<file path="src/rtl/txmb_status.sv">
module txmb_status #(
  parameter int NMB = 3,
  parameter int DW  = 32
) (
  input  logic              clk,
  input  logic              rst_n,
  input  logic              wr_en,
  input  logic [DW/8-1:0]   wr_be,
  input  logic [DW-1:0]     wr_data,
  input  logic [NMB-1:0]    tx_req,
  input  logic [NMB-1:0]    ev_start,
  input  logic [NMB-1:0]    ev_done_ok,
  input  logic [NMB-1:0]    ev_done_err,
  input  logic [NMB-1:0]    ev_arb_lost,
  input  logic [NMB-1:0]    ev_abort,
  input  logic [NMB-1:0]    ev_empty,
  output logic [DW-1:0]     rd_data,
  output logic [NMB-1:0]    stop_req
);
  localparam int LANE = 8;

  logic [NMB-1:0] fin_q, ok_q, arb_q, err_q, stp_q;

  for (genvar i = 0; i < NMB; i++) begin : g_mb
    logic       lane_we;
    logic [7:0] d;
    logic       fin_set, fin_clr, ok_set, ok_clr, arb_set, arb_clr, err_set, err_clr;

    assign lane_we = wr_en & wr_be[i];
    assign d       = wr_data[i*LANE +: LANE];

    assign fin_set = ev_done_ok[i] | ev_done_err[i] | ev_abort[i];
    assign fin_clr = (lane_we & d[0]) | tx_req[i];
    assign ok_set  = ev_done_ok[i];
    assign ok_clr  = (lane_we & (d[1] | d[0])) | ev_done_err[i];
    assign arb_set = ev_arb_lost[i];
    assign arb_clr = (lane_we & (d[2] | d[0])) | ev_start[i];
    assign err_set = ev_done_err[i];
    assign err_clr = (lane_we & (d[3] | d[0])) | ev_start[i];

    always_ff @(posedge clk) begin
      if (!rst_n) begin
        fin_q[i] <= 1'b0;
        ok_q[i]  <= 1'b0;
        arb_q[i] <= 1'b0;
        err_q[i] <= 1'b0;
        stp_q[i] <= 1'b0;
      end else begin
        fin_q[i] <= fin_set | (fin_q[i] & ~fin_clr);
        ok_q[i]  <= ok_set  | (ok_q[i]  & ~ok_clr);
        arb_q[i] <= arb_set | (arb_q[i] & ~arb_clr);
        err_q[i] <= err_set | (err_q[i] & ~err_clr);
        stp_q[i] <= (lane_we & d[7]) | (stp_q[i] & ~ev_empty[i]);
      end
    end

    assign rd_data[i*LANE +: LANE] = {stp_q[i], 3'b000, err_q[i], arb_q[i], ok_q[i], fin_q[i]};

    assert_fin_set_R2: assert property (@(posedge clk) disable iff (!rst_n)
      (ev_done_ok[i] | ev_done_err[i] | ev_abort[i]) |=> rd_data[i*LANE]);
    assert_err_start_R3: assert property (@(posedge clk) disable iff (!rst_n)
      (ev_start[i] & ~ev_done_err[i]) |=> !rd_data[i*LANE+3]);
    assert_arb_set_R4: assert property (@(posedge clk) disable iff (!rst_n)
      ev_arb_lost[i] |=> rd_data[i*LANE+2]);
    assert_ok_drop_R5: assert property (@(posedge clk) disable iff (!rst_n)
      (ev_done_err[i] & ~ev_done_ok[i]) |=> !rd_data[i*LANE+1]);
    assert_stop_fall_R8: assert property (@(posedge clk) disable iff (!rst_n)
      $fell(stop_req[i]) |-> $past(ev_empty[i]));
    assert_ok_needs_fin_R6: assert property (@(posedge clk) disable iff (!rst_n)
      (ev_done_ok[i] & wr_en & wr_be[i]) |=> (rd_data[i*LANE+1] & rd_data[i*LANE]));
  end

  assign rd_data[DW-1:NMB*LANE] = '0;
  assign stop_req = stp_q;
endmodule

</file>
<file path="config.mk">
export PLATFORM = sky130hd
export DESIGN_NAME = txmb_status
export DESIGN_NICKNAME = d
export VERILOG_FILES = /design/src/rtl/txmb_status.sv
export SDC_FILE = /design/constraint.sdc
export NUM_CORES = 1
export LEC_CHECK = 0
export ABC_AREA = 1
export BUFFER_PORTS_ARGS = -buffer_cell sky130_fd_sc_hd__buf_2
export CORE_MARGIN = 3
export CORE_UTILIZATION = 31
export CTS_CLUSTER_DIAMETER = 30
export DETAILED_ROUTE_END_ITERATION = 8
export PLACE_DENSITY_LB_ADDON = 0.12
export SLEW_MARGIN = 5
export SYNTH_ARGS = -nofsm -noshare
export SYNTH_HDL_FRONTEND = slang
export SYNTH_SLANG_ARGS = --single-unit
</file>
<file path="constraint.sdc">
create_clock -name clk -period 0.8 [get_ports clk]
set_input_delay 0.04 -clock clk [delete_from_list [all_inputs] [get_ports clk]]
set_output_delay 0.04 -clock clk [all_outputs]
set_load 0.01 [all_outputs]
</file>
======== Yosys cells after proc, flatten, opt, wreduce, memory -nomap -nowiden ========
Cells that the tools add are included.
operators by class
  add/sub/neg operators ................... 0
  mux-type cells .......................... 0
  div/mod/pow operators ................... 0
  shift operators ......................... 0
  $lt $le $gt $ge ......................... 0
  multiply operators ...................... 0
  equality and inequality tests ........... 0
  reduce and logical (&&, ||, !) cells .... 0
  bitwise gates (word level) .............. 90
operators by type and width
  kind               number
  bitwise OR 1 bit   42
  bitwise AND 1 bit  33
  NOT 1 bit          15
storage, ports and cells
  bits in read-only memories .............. 0
  RAM bits ................................ 0
  output and inout bits ................... 35
  flip-flop bits (word level) ............. 15
  memories ................................ 0
  input port bits ......................... 60
  bits in latches ......................... 0

======== Depth between registers and ports, before layout ========
  word-level depth ........................ 6
  depth in mapped cells ................... 5
  mapped depth without buffers ............ 5

======== Worst setup path before layout ========
Ideal clock, no wire load.
  path type ............................... register -> register
  start point ............................. register fin_q[0] (netlist: rd_data[0])
  end point ............................... register fin_q[0] (netlist: rd_data[0])
  stages on the path, launching flop included .. 5
  data required time ...................... 730 ps
  arrival time ............................ 635 ps
  clock period less this slack ............ 704 ps
  setup slack ............................. 96 ps
  cells stage by stage .................... dfxtp_1 inv_1 nor2_1 o21ai_0 a21oi_1
between the ends
  word-level cells in the longest chain between the ends .. 2
RTL lines
  element                           line  RTL
  start: declaration                22    logic [NMB-1:0] fin_q, ok_q, arb_q, err_q, stp_q;
  start signal: indexed assignment  49    fin_q[i] <= fin_set | (fin_q[i] & ~fin_clr);
  bitwise AND 1 bit                 49
  bitwise OR 1 bit                  49
No other way between the ends.
A chain may end at the register's enable or synchronous reset.

======== Worst setup path in the final report ========
  start point ............................. register stp_q[2] (netlist: rd_data[23])
  end point ............................... output stop_req[2]
RTL lines
  element                           line  RTL
  start: declaration                22
  start signal: indexed assignment  53    stp_q[i] <= (lane_we & d[7]) | (stp_q[i] & ~ev_empty[i]);
  end: declaration                  18    output logic [NMB-1:0] stop_req
No word-level cell between the ends.

==> metrics.txt <==
maximum clock skew at final layout=0 ns; Avg Synthesized Cell Area=6.14 sq um; global-route usage over all layers=0.123; global-route wire length before repair=3350 um; worst setup path class=reg -> out; upper clock frequency limit=1280 MHz; final standard cell utilization of the core=0.542; number of vias per cell=3.90; yosys synthesis warning count=0; met2 routed wirelength=1120 um; number of flip-flops in the largest register=15; number of buffers added on ports=59; final routed wire length divided by cell count=9.17 um; slowest stage cell, crit path=dfxtp_2; total setup buffers inserted after CTS=0; Antenna Cells=0; post-CTS clock slew at the launch and capture registers of the worst setup and hold paths=0.08 ns; reported max-cap violation count=0; area of all sequential standard cells=319 sq um; final cycle utilization of the critical path=0.978; maximum number of pins on one net before global-route repair=16; Worst Path Max Fanout=3; unrepaired setup endpoints after global routing=yes; initial core utilization=0.343; number of buffer and inverter instances along the worst setup path=1; hold path cells=3; sink count of the clock tree=15; CP Cell Sequence=buf_6; Die Outline Area=3580 sq um; insertion delay to the later sink of the worst-skew pair=0.28 ns; largest stage delay on the critical path=0.36 ns; weighted congestion at the end of routability-driven global placement=0.762; final wirelength=2270 um; area post-placement=1150 sq um; Yosys reg bits=15; total count of hold-check failures in the final report=0; deepest level of the CTS H-tree=1; Slew Limit Fails=0; sum of routed wire segments on met1=886 um; count of standard-cell rows=18; total iterations of the first detailed-routing run=2; DR WL met3=250 um; number of top-level pins=95; number of filler instances in the final layout=286; DR DRC count=0; cell family with the largest share of critical-path delay=flip-flops; time the worst path needs with I/O delays and setup=0.782 ns; via count of the first global-routing pass=857; power per cell area=1230 nW/um^2; placed cell count=231; number of violations reported at the end of detailed-routing iteration 0=26; number of antenna violations at the first check in global routing=0; element type at the critical path end=primary output; TritonCTS clock tree=done; Overflow after GRT=0; Core Region=2610 sq um; post-route worst hold slack=0.0120 ns; count of different cell masters after synthesis=10; result of the run=complete, no violations; kind of path behind the tightest hold check=in -> reg; fraction of the yosys area taken by sequential cells=0.335; Detail Placement HPWL=1800 um; final setup fails=0; VDD IR max=1.14 mV; depth of the critical timing path with buffers and inverters included=1; leakage power figure=0.836 nW; Critical Path Start Type=register; area growth from synthesis to layout=57.7%; total non-filler cell area in the finished layout=1420 sq um; vertical die dimension=59.8 um; data arrival time of the critical path=0.74 ns; CTS buffer count=3; final net count=279; Setup WS post-layout=0.0175 ns; root buf cell=clkbuf_4; CTS Buffer Depth=2; ratio of cells with drive above 1 in the final layout=0.362; post-layout instance count excluding filler cells=248; number of cells produced by synthesis=146; CP required=0.76 ns; worst setup slack after placement=0.0602 ns; footprint of the multi-input gates=349 sq um; cell area after synthesis=897 sq um; width of the die=59.8 um; count of cells along the worst register-to-register path=4; via count=968; topmost layer with routed signal wires=met4; DRT antenna net count=0
## cells by family after synthesis
family                 share of synthesized area
AO/OA/AOI/OAI                              0.100
buffers and inverters                      0.343
flip-flops                                 0.335
other                                    0.00418
AND/OR/NAND/NOR                            0.218
## cell usage after synthesis (all sizes together)
cell	number	area, sq um
inv	40	150
dfxtp	15	300
conb	1	3.75
nor2	12	45.0
nand2	36	135
nor3	3	15.0
buf	21	158
o21ai	3	15.0
a21oi	15	75.1
## area by class of cell
class	instances	area share
flip-flops and latches	15	0.225
multi-input cells	86	0.247
inverters	40	0.106
clock buffers	4	0.0186
repair buffers	73	0.377
well taps	30	0.0265
## metal layers
| metal | track usage | up-vias |
|---|---|---|
| met1 | 0.147 | 392 |
| met3 | 0.0518 | 2 |
| met2 | 0.207 | 47 |
| li1 | - | 527 |
| met4 | 0.0190 | 0 |
| met5 | 0 | - |
## where the power goes
part	leakage, nW	total [mW]	switching, mW	internal, mW
combinational	0.692	0.473	0.217	0.256
sequential	0.129	0.833	0.0319	0.801
clock	0.0150	0.434	0.241	0.193
## worst paths after layout
| path | from | end | slack [ns] |
|---|---|---|---|
| max | rd_data[23]$_SDFF_PN0_ | stop_req[2] | 0.02 |
| min | ev_done_err[1] | rd_data[11]$_SDFF_PN0_ | 0.01 |
| max reg2reg | rd_data[16]$_SDFF_PN0_ | rd_data[16]$_SDFF_PN0_ | 0.05 |
| min reg2reg | rd_data[15]$_SDFF_PN0_ | rd_data[15]$_SDFF_PN0_ | 0.47 |
## cells in the final DEF (no fill, tap or decap)
cell type       n
inv_1          39
buf_12          1
nand2_1        36
o21ai_0         2
buf_6          14
nor3_1          3
dlygate4sd3_1  13
a21oi_1        15
dfxtp_2        15
clkbuf_4        3
nor2_1         12
inv_2           1
buf_2          45
conb_1         17
clkbuf_1        1
o21ai_1         1
## repair_timing
item                                    in CTS  in global routing
endpoints found under the hold margin       10                  1
endpoints found under the setup margin      15                 19
pin swaps                                    0                  1
gates resized for setup                     12                 18
hold buffers                                12                  1
## through the flow
step,setup TNS (ns),total power [mW]
2_1_floorplan,0,1.09
3_3_place_gp,0,1.20
3_5_place_dp,0,1.21
4_1_cts,0,1.70
5_1_grt,-0.292,1.87
6_report,0,1.74
(Power assumes the default switching activity.)
